==> src/rtl/pse_port_seq_pkg.sv <==
package pse_port_seq_pkg;

  typedef enum logic [2:0] {
    ST_SHUT  = 3'd0,
    ST_HOLD  = 3'd1,
    ST_DET   = 3'd2,
    ST_BACK  = 3'd3,
    ST_PWR   = 3'd4
  } seq_state_e;

  localparam logic [1:0] DET_VALID   = 2'b00;
  localparam logic [1:0] DET_OPEN    = 2'b01;
  localparam logic [1:0] DET_INVALID = 2'b10;
  localparam logic [1:0] DET_LEGACY  = 2'b11;

  localparam logic [1:0] LM_COMPLIANT = 2'b00;
  localparam logic [1:0] LM_LEGACY    = 2'b01;
  localparam logic [1:0] LM_FORCE     = 2'b10;

  localparam logic [1:0] ILIM_DEFAULT = 2'b00;
  localparam logic [1:0] ILIM_CLASS1  = 2'b01;
  localparam logic [1:0] ILIM_CLASS2  = 2'b10;

  function automatic logic sig_acceptable(input logic [1:0] mode, input logic [1:0] code);
    logic ok;
    case (mode)
      LM_LEGACY: ok = (code == DET_VALID) || (code == DET_LEGACY);
      LM_FORCE:  ok = (code != DET_OPEN);
      default:   ok = (code == DET_VALID);
    endcase
    return ok;
  endfunction

endpackage

==> src/rtl/pse_tick_timer.sv <==
module pse_tick_timer #(
  parameter int CLK_PER_TICK = 4,
  parameter int CW           = 6
) (
  input  logic          clk,
  input  logic          rst_n,
  input  logic          load,
  input  logic [CW-1:0] load_val,
  output logic          done
);
  localparam int PW = (CLK_PER_TICK > 1) ? $clog2(CLK_PER_TICK) : 1;
  localparam logic [PW-1:0] PLAST = PW'(CLK_PER_TICK - 1);

  logic [PW-1:0] presc_q;
  logic [CW-1:0] cnt_q;

  always_ff @(posedge clk or negedge rst_n) begin
    if (!rst_n) begin
      presc_q <= '0;
      cnt_q   <= '0;
    end else if (load) begin
      presc_q <= '0;
      cnt_q   <= load_val;
    end else if (cnt_q != '0) begin
      if (presc_q == PLAST) begin
        presc_q <= '0;
        cnt_q   <= cnt_q - 1'b1;
      end else begin
        presc_q <= presc_q + 1'b1;
      end
    end
  end

  assign done = (cnt_q == '0);
endmodule

==> src/rtl/pse_led_drive.sv <==
module pse_led_drive #(
  parameter int LED_PERIOD = 50,
  parameter int LED_ON_CYC = 3
) (
  input  logic clk,
  input  logic rst_n,
  input  logic lit,
  input  logic pulsed,
  output logic sink
);
  localparam int LW = (LED_PERIOD > 1) ? $clog2(LED_PERIOD) : 1;
  localparam logic [LW-1:0] LLAST = LW'(LED_PERIOD - 1);
  localparam logic [LW-1:0] LON   = LW'(LED_ON_CYC);

  logic [LW-1:0] phase_q;

  always_ff @(posedge clk or negedge rst_n) begin
    if (!rst_n)               phase_q <= '0;
    else if (phase_q == LLAST) phase_q <= '0;
    else                      phase_q <= phase_q + 1'b1;
  end

  assign sink = lit && (!pulsed || (phase_q < LON));
endmodule

==> src/rtl/pse_ilim_select.sv <==
module pse_ilim_select
  import pse_port_seq_pkg::*;
(
  input  logic       clk,
  input  logic       rst_n,
  input  logic       capture,
  input  logic [2:0] cls_in,
  input  logic       powered,
  input  logic       enforce,
  output logic [1:0] sel
);
  logic [2:0] cls_q;

  always_ff @(posedge clk or negedge rst_n) begin
    if (!rst_n)       cls_q <= '0;
    else if (capture) cls_q <= cls_in;
  end

  always_comb begin
    sel = ILIM_DEFAULT;
    if (powered && enforce) begin
      if (cls_q == 3'd1)      sel = ILIM_CLASS1;
      else if (cls_q == 3'd2) sel = ILIM_CLASS2;
    end
  end
endmodule

==> src/rtl/pse_port_seq.sv <==
module pse_port_seq
  import pse_port_seq_pkg::*;
#(
  parameter int CLK_HZ        = 100_000_000,
  parameter int TICK_HZ       = 10,
  parameter int HOLDOFF_TICKS = 40,
  parameter int BACKOFF_TICKS = 32,
  parameter int MPS_TICKS     = 4,
  parameter int LED_PERIOD    = 50,
  parameter int LED_ON_CYC    = 3
) (
  input  logic       clk,
  input  logic       rst_n,
  input  logic       shutdown,
  input  logic       midspan_en,
  input  logic [1:0] legacy_mode,
  input  logic       enforce_class,
  input  logic       single_supply,
  input  logic       budget_busy,
  input  logic       disc_sense,
  input  logic       det_valid,
  output logic       det_ready,
  input  logic [1:0] det_code,
  input  logic [2:0] cls_code,
  output logic       pwr_en,
  output logic [1:0] ilim_sel,
  output logic       led_sink
);
  localparam int CLK_PER_TICK = (CLK_HZ / TICK_HZ > 0) ? CLK_HZ / TICK_HZ : 1;
  localparam int MAX_A = (HOLDOFF_TICKS > BACKOFF_TICKS) ? HOLDOFF_TICKS : BACKOFF_TICKS;
  localparam int MAX_T = (MAX_A > MPS_TICKS) ? MAX_A : MPS_TICKS;
  localparam int TCW   = $clog2(MAX_T + 1);

  seq_state_e   st_q, st_d;
  logic         tmr_load, tmr_done, take_cls;
  logic [TCW-1:0] tmr_val;
  logic         take, good;

  assign take = det_valid && (st_q == ST_DET);
  assign good = sig_acceptable(legacy_mode, det_code) && !budget_busy;

  always_comb begin
    st_d     = st_q;
    tmr_load = 1'b0;
    tmr_val  = '0;
    take_cls = 1'b0;
    if (shutdown) begin
      st_d = ST_SHUT;
    end else begin
      case (st_q)
        ST_SHUT: begin
          st_d     = ST_HOLD;
          tmr_load = 1'b1;
          tmr_val  = TCW'(HOLDOFF_TICKS);
        end
        ST_HOLD: if (tmr_done) st_d = ST_DET;
        ST_DET: begin
          if (take) begin
            if (good) begin
              st_d     = ST_PWR;
              tmr_load = 1'b1;
              tmr_val  = TCW'(MPS_TICKS);
              take_cls = 1'b1;
            end else if (midspan_en && det_code != DET_OPEN) begin
              st_d     = ST_BACK;
              tmr_load = 1'b1;
              tmr_val  = TCW'(BACKOFF_TICKS);
            end
          end
        end
        ST_BACK: if (tmr_done) st_d = ST_DET;
        ST_PWR: begin
          if (!disc_sense) begin
            tmr_load = 1'b1;
            tmr_val  = TCW'(MPS_TICKS);
          end else if (tmr_done) begin
            st_d = ST_DET;
          end
        end
        default: st_d = ST_SHUT;
      endcase
    end
  end

  always_ff @(posedge clk or negedge rst_n) begin
    if (!rst_n) st_q <= ST_SHUT;
    else        st_q <= st_d;
  end

  assign det_ready = (st_q == ST_DET);
  assign pwr_en    = (st_q == ST_PWR);

  pse_tick_timer #(.CLK_PER_TICK(CLK_PER_TICK), .CW(TCW)) u_timer (
    .clk(clk), .rst_n(rst_n), .load(tmr_load), .load_val(tmr_val), .done(tmr_done)
  );

  pse_ilim_select u_ilim (
    .clk(clk), .rst_n(rst_n), .capture(take_cls), .cls_in(cls_code),
    .powered(pwr_en), .enforce(enforce_class), .sel(ilim_sel)
  );

  pse_led_drive #(.LED_PERIOD(LED_PERIOD), .LED_ON_CYC(LED_ON_CYC)) u_led (
    .clk(clk), .rst_n(rst_n), .lit(pwr_en), .pulsed(single_supply), .sink(led_sink)
  );
endmodule

==> config.mk <==
export PLATFORM = sky130hd
export DESIGN_NAME = pse_port_seq
export DESIGN_NICKNAME = d
export VERILOG_FILES = /design/src/rtl/pse_port_seq_pkg.sv /design/src/rtl/pse_tick_timer.sv /design/src/rtl/pse_led_drive.sv /design/src/rtl/pse_ilim_select.sv /design/src/rtl/pse_port_seq.sv
export SDC_FILE = /design/constraint.sdc
export NUM_CORES = 1
export LEC_CHECK = 0
export BUFFER_PORTS_ARGS = -buffer_cell sky130_fd_sc_hd__buf_2
export CORE_MARGIN = 5
export CORE_UTILIZATION = 25
export CTS_BUF_LIST = sky130_fd_sc_hd__clkbuf_16
export DETAILED_ROUTE_END_ITERATION = 8
export GPL_TIMING_DRIVEN = 0
export SLEW_MARGIN = 40
export SYNTH_ARGS = -nofsm -noshare
export SYNTH_HDL_FRONTEND = slang
export SYNTH_SLANG_ARGS = --single-unit
==> constraint.sdc <==
create_clock -name clk -period 1.9 [get_ports clk]
set_input_delay 0.19 -clock clk [delete_from_list [all_inputs] [get_ports clk]]
set_output_delay 0.19 -clock clk [all_outputs]
set_load 0.02 [all_outputs]
==> results.py <==
metrics = {
    "critical_path": {
        "crit_type": "register to register",
        "worstPathCellList": "nand3_2 > or3_1 > buf_2 > a211o_4 > or3_4 > a21oi_2",
        "r2r_end": "u_timer.presc_q[12]$_DFFE_PN0P_",
        "crit_arrival_ns": 2.24,
        "cp.required_ns": 2.11,
        "critPathMaxStageDelay_ns": 0.42,
        "r2r_slack_ns": -0.13,
        "crit_end": "u_timer.presc_q[12]$_DFFE_PN0P_",
        "critPathMaxFanout": 8,
        "r2r_cells": 6,
        "r2r_start": "u_timer.presc_q[8]$_DFFE_PN0P_",
        "timing.critical_path.from": "u_timer.presc_q[8]$_DFFE_PN0P_",
        "cp_slowest_cell": "dfrtp_1",
        "worstSetupStartpointType": "register",
        "end_kind": "register",
    },
    "drt": {
        "drc_errors": 0,
        "final_antenna_net_count": 0,
        "vias_per_cell": 4.79,
        "drtIter0Drc": 108,
        "first_pass_iters": 4,
        "dr_total_vias": 2192,
        "post_drt_wl_per_cell_um": 13.6,
        "drt_wl_total_mm": 6.25,
    },
    "cells_and_area": {
        "antennaDiodeCount": 0,
        "final_common_cell": "dfrtp_1",
        "seq_area_um2": 1060,
        "layout_common_cells": "dfrtp_1 (38), nor2_1 (34), buf_2 (22)",
        "fin_util_pct": 33.9,
        "fill_cells": 1056,
        "drive_above_1_share_pct": 37.6,
        "layout.nets": 346,
        "area_growth_pct": 32.4,
        "multi_input_area_um2": 1710,
    },
    "die": {
        "fp.dieW_um": 113,
        "dieArea_um2": 12700,
        "die_h_um": 113,
        "num_rows": 37,
        "start_util_pct": 25.6,
        "io_pins": 21,
        "core_um2": 10300,
    },
    "clocking": {
        "clk_latency_ns": 0.28,
        "htreeDepth": 2,
        "clockBufferDepth": 2,
        "ctsRootBufferMaster": "clkbuf_16",
        "cts.sinks": 42,
        "path_clk_slew_ns": 0.06,
        "cts_tree": "built",
        "cts_made_buffers": 5,
    },
    "synthesis": {
        "synthXorXnorAreaFrac_pct": 6.29,
        "ys_seq_elements": 42,
        "ys_types": 63,
        "async_reset_ff_share_pct": 100,
        "yosys.area_share.simple_pct": 24.6,
        "synth_top_family_by_area": "simple AND/OR/NAND/NOR gates",
        "syn_area_per_cell_um2": 9.61,
        "synth_nets": 300,
        "synth_mux_area_share_pct": 2.08,
        "synth_edf_count": 0,
        "synth_compound_area_share_pct": 18.1,
        "synth_area_um2": 2640,
        "synthCells": 275,
        "ys.flop_type": "dfrtp_1",
        "yosys_warnings": 0,
        "seq_area_frac_synth_pct": 39.8,
        "synth_adder_area_share_pct": 4.26,
    },
    "place": {
        "place.gp.congestion": 0.756,
        "hpwl_mm": 3.97,
        "portBuffers": 20,
    },
    "sta": {
        "post-route-period-util_pct": 107,
        "period_needed_ns": 2.03,
        "worst_slew_pin_slew_ns": 0.551,
        "setup_ws_ns": -0.134,
        "maxSlewHeadroom_pct": 63.3,
        "final.setup.tns_ns": -1.68,
        "fmax_mhz": 492,
        "rsz0062_at_grt": "yes",
        "finalHoldViolCount": 0,
        "setup_violations": 23,
        "clock_skew_ns": 0.00480,
        "drv_slew": 0,
    },
    "status": {
        "violations": "setup timing",
        "outcome": "complete, but fails checks",
    },
    "global_route": {
        "gr-total-overflow": 0,
        "grt_max_degree": 43,
        "grt_usage_pct": 9.47,
        "antenna_found_initial": 0,
        "grt_pass1_vias": 2182,
        "grt_pass1_wl_mm": 10.1,
    },
    "power_and_ir_drop": {
        "powerDensity_nw_per_um2": 764,
        "p_leak_nw": 1.40,
        "ir_worst_vdd_mv": 0.431,
    },
    "worst_hold_path": {
        "worst_hold_path_type": "input port to register",
    },
    "job": {
        "cap_violations": 0,
    },
}
[timing repair]
action / 4_1_cts / 5_1_grt
hold buffers: 1 / 0
gates cloned: 2 / 1
pin swaps: 15 / 8
resized for setup: 25 / 40
setup endpoints to repair: 26 / 32
buffers inserted: 10 / 5
endpoints found under the hold margin: 42 / 0
[routing by layer]
layer  part of all wire, %  wire, um  GRT usage (%)  vias up
met4                  0.82        51           1.76        0
met3                   4.6       290           2.35        6
li1                      -         -              -     1060
met1                    46      2850           12.9     1075
met2                    49      3060           15.4       51
met5                     0         0              0        -
[synth_stat cells, types with 3 or more instances]
cell type	count	area, um^2
nand2_1	19	71.3
buf_6	3	33.8
buf_2	5	25.0
nor2_1	35	131
nand3_1	7	35.0
or3_1	7	43.8
nor3b_1	5	37.5
a2111oi_2	3	45.0
or2_2	3	18.8
dfrtp_1	42	1050
a21oi_1	18	90.1
mux2_2	4	45.0
o21ai_0	12	60.1
ha_1	9	113
xnor2_1	17	149
a211oi_1	4	30.0
nor3_1	5	25.0
inv_1	17	63.8
nor2b_1	4	25.0
[cells by family after synthesis]
logic type               count (synthesis)
multiplexers                             5
buffers and inverters                   27
AND/OR/NAND/NOR                        113
adder cells (fa/ha/maj)                  9
flip-flops                              42
AO/OA/AOI/OAI                           60
XOR/XNOR                                19
[power breakdown]
| part | switching, W | total (W) | internal [W] |
|---|---|---|---|
| Combinational | 0.000364 | 0.000728 | 0.000364 |
| Clock | 0.000349 | 0.000829 | 0.000480 |
| Sequential | 0.000107 | 0.00112 | 0.00101 |
[cell type report]
class | count | share of cell area, %
clock inverters | 3 | 0.465
flip-flops and latches | 42 | 30.2
inverters | 17 | 1.82
plain buffers | 10 | 3.07
repair buffers | 38 | 7.11
clock buffers | 5 | 3.58
well taps | 136 | 4.86
multi-input cells | 207 | 48.9
[critical path: cells and delay by family (launching register included)]
family                 cells  cell delay [ns]
AO/OA/AOI/OAI              2             0.50
buffers and inverters      1             0.24
flip-flops                 1             0.42
AND/OR/NAND/NOR            3             0.79
[worst min path at each step]
stage,slack (ns),end,depth (start not counted),startpoint
CTS,0.13,u_ilim.cls_q[2]$_DFFE_PN0P_,2,cls_code[2]
detailed placement,0.23,u_timer.presc_q[15]$_DFFE_PN0P_,1,rst_n
floorplan,-0.11,st_q[0]$_DFFE_PN0P_,0,rst_n
global route,0.14,u_ilim.cls_q[1]$_DFFE_PN0P_,2,cls_code[1]
global placement,0.41,u_timer.presc_q[9]$_DFFE_PN0P_,1,rst_n
finish,0.14,u_ilim.cls_q[1]$_DFFE_PN0P_,2,cls_code[1]
[state kept, by name (all words and copies together) (netlist names)]
signal	flops
u_ilim.cls_q	3
u_timer.cnt_q	6
u_timer.presc_q	24
u_led.phase_q	6
st_q	3
[metrics by stage]
stage / cell area [um^2] / total power (W) / hold WS [ns] / std cells / setup WS, ns
final: 3500 / 0.00267 / 0.138 / 458 / -0.134
after global routing: 3500 / 0.00283 / 0.140 / 458 / -0.232
after CTS: 3300 / 0.00264 / 0.131 / 452 / -0.140
after detailed placement: 2960 / 0.00170 / 0.232 / 431 / -0.297
after global placement: 2950 / 0.00168 / 0.406 / 431 / -0.277
after floorplan: 2680 / 0.00155 / -0.106 / 275 / -0.104
(Power assumes the default switching activity.)
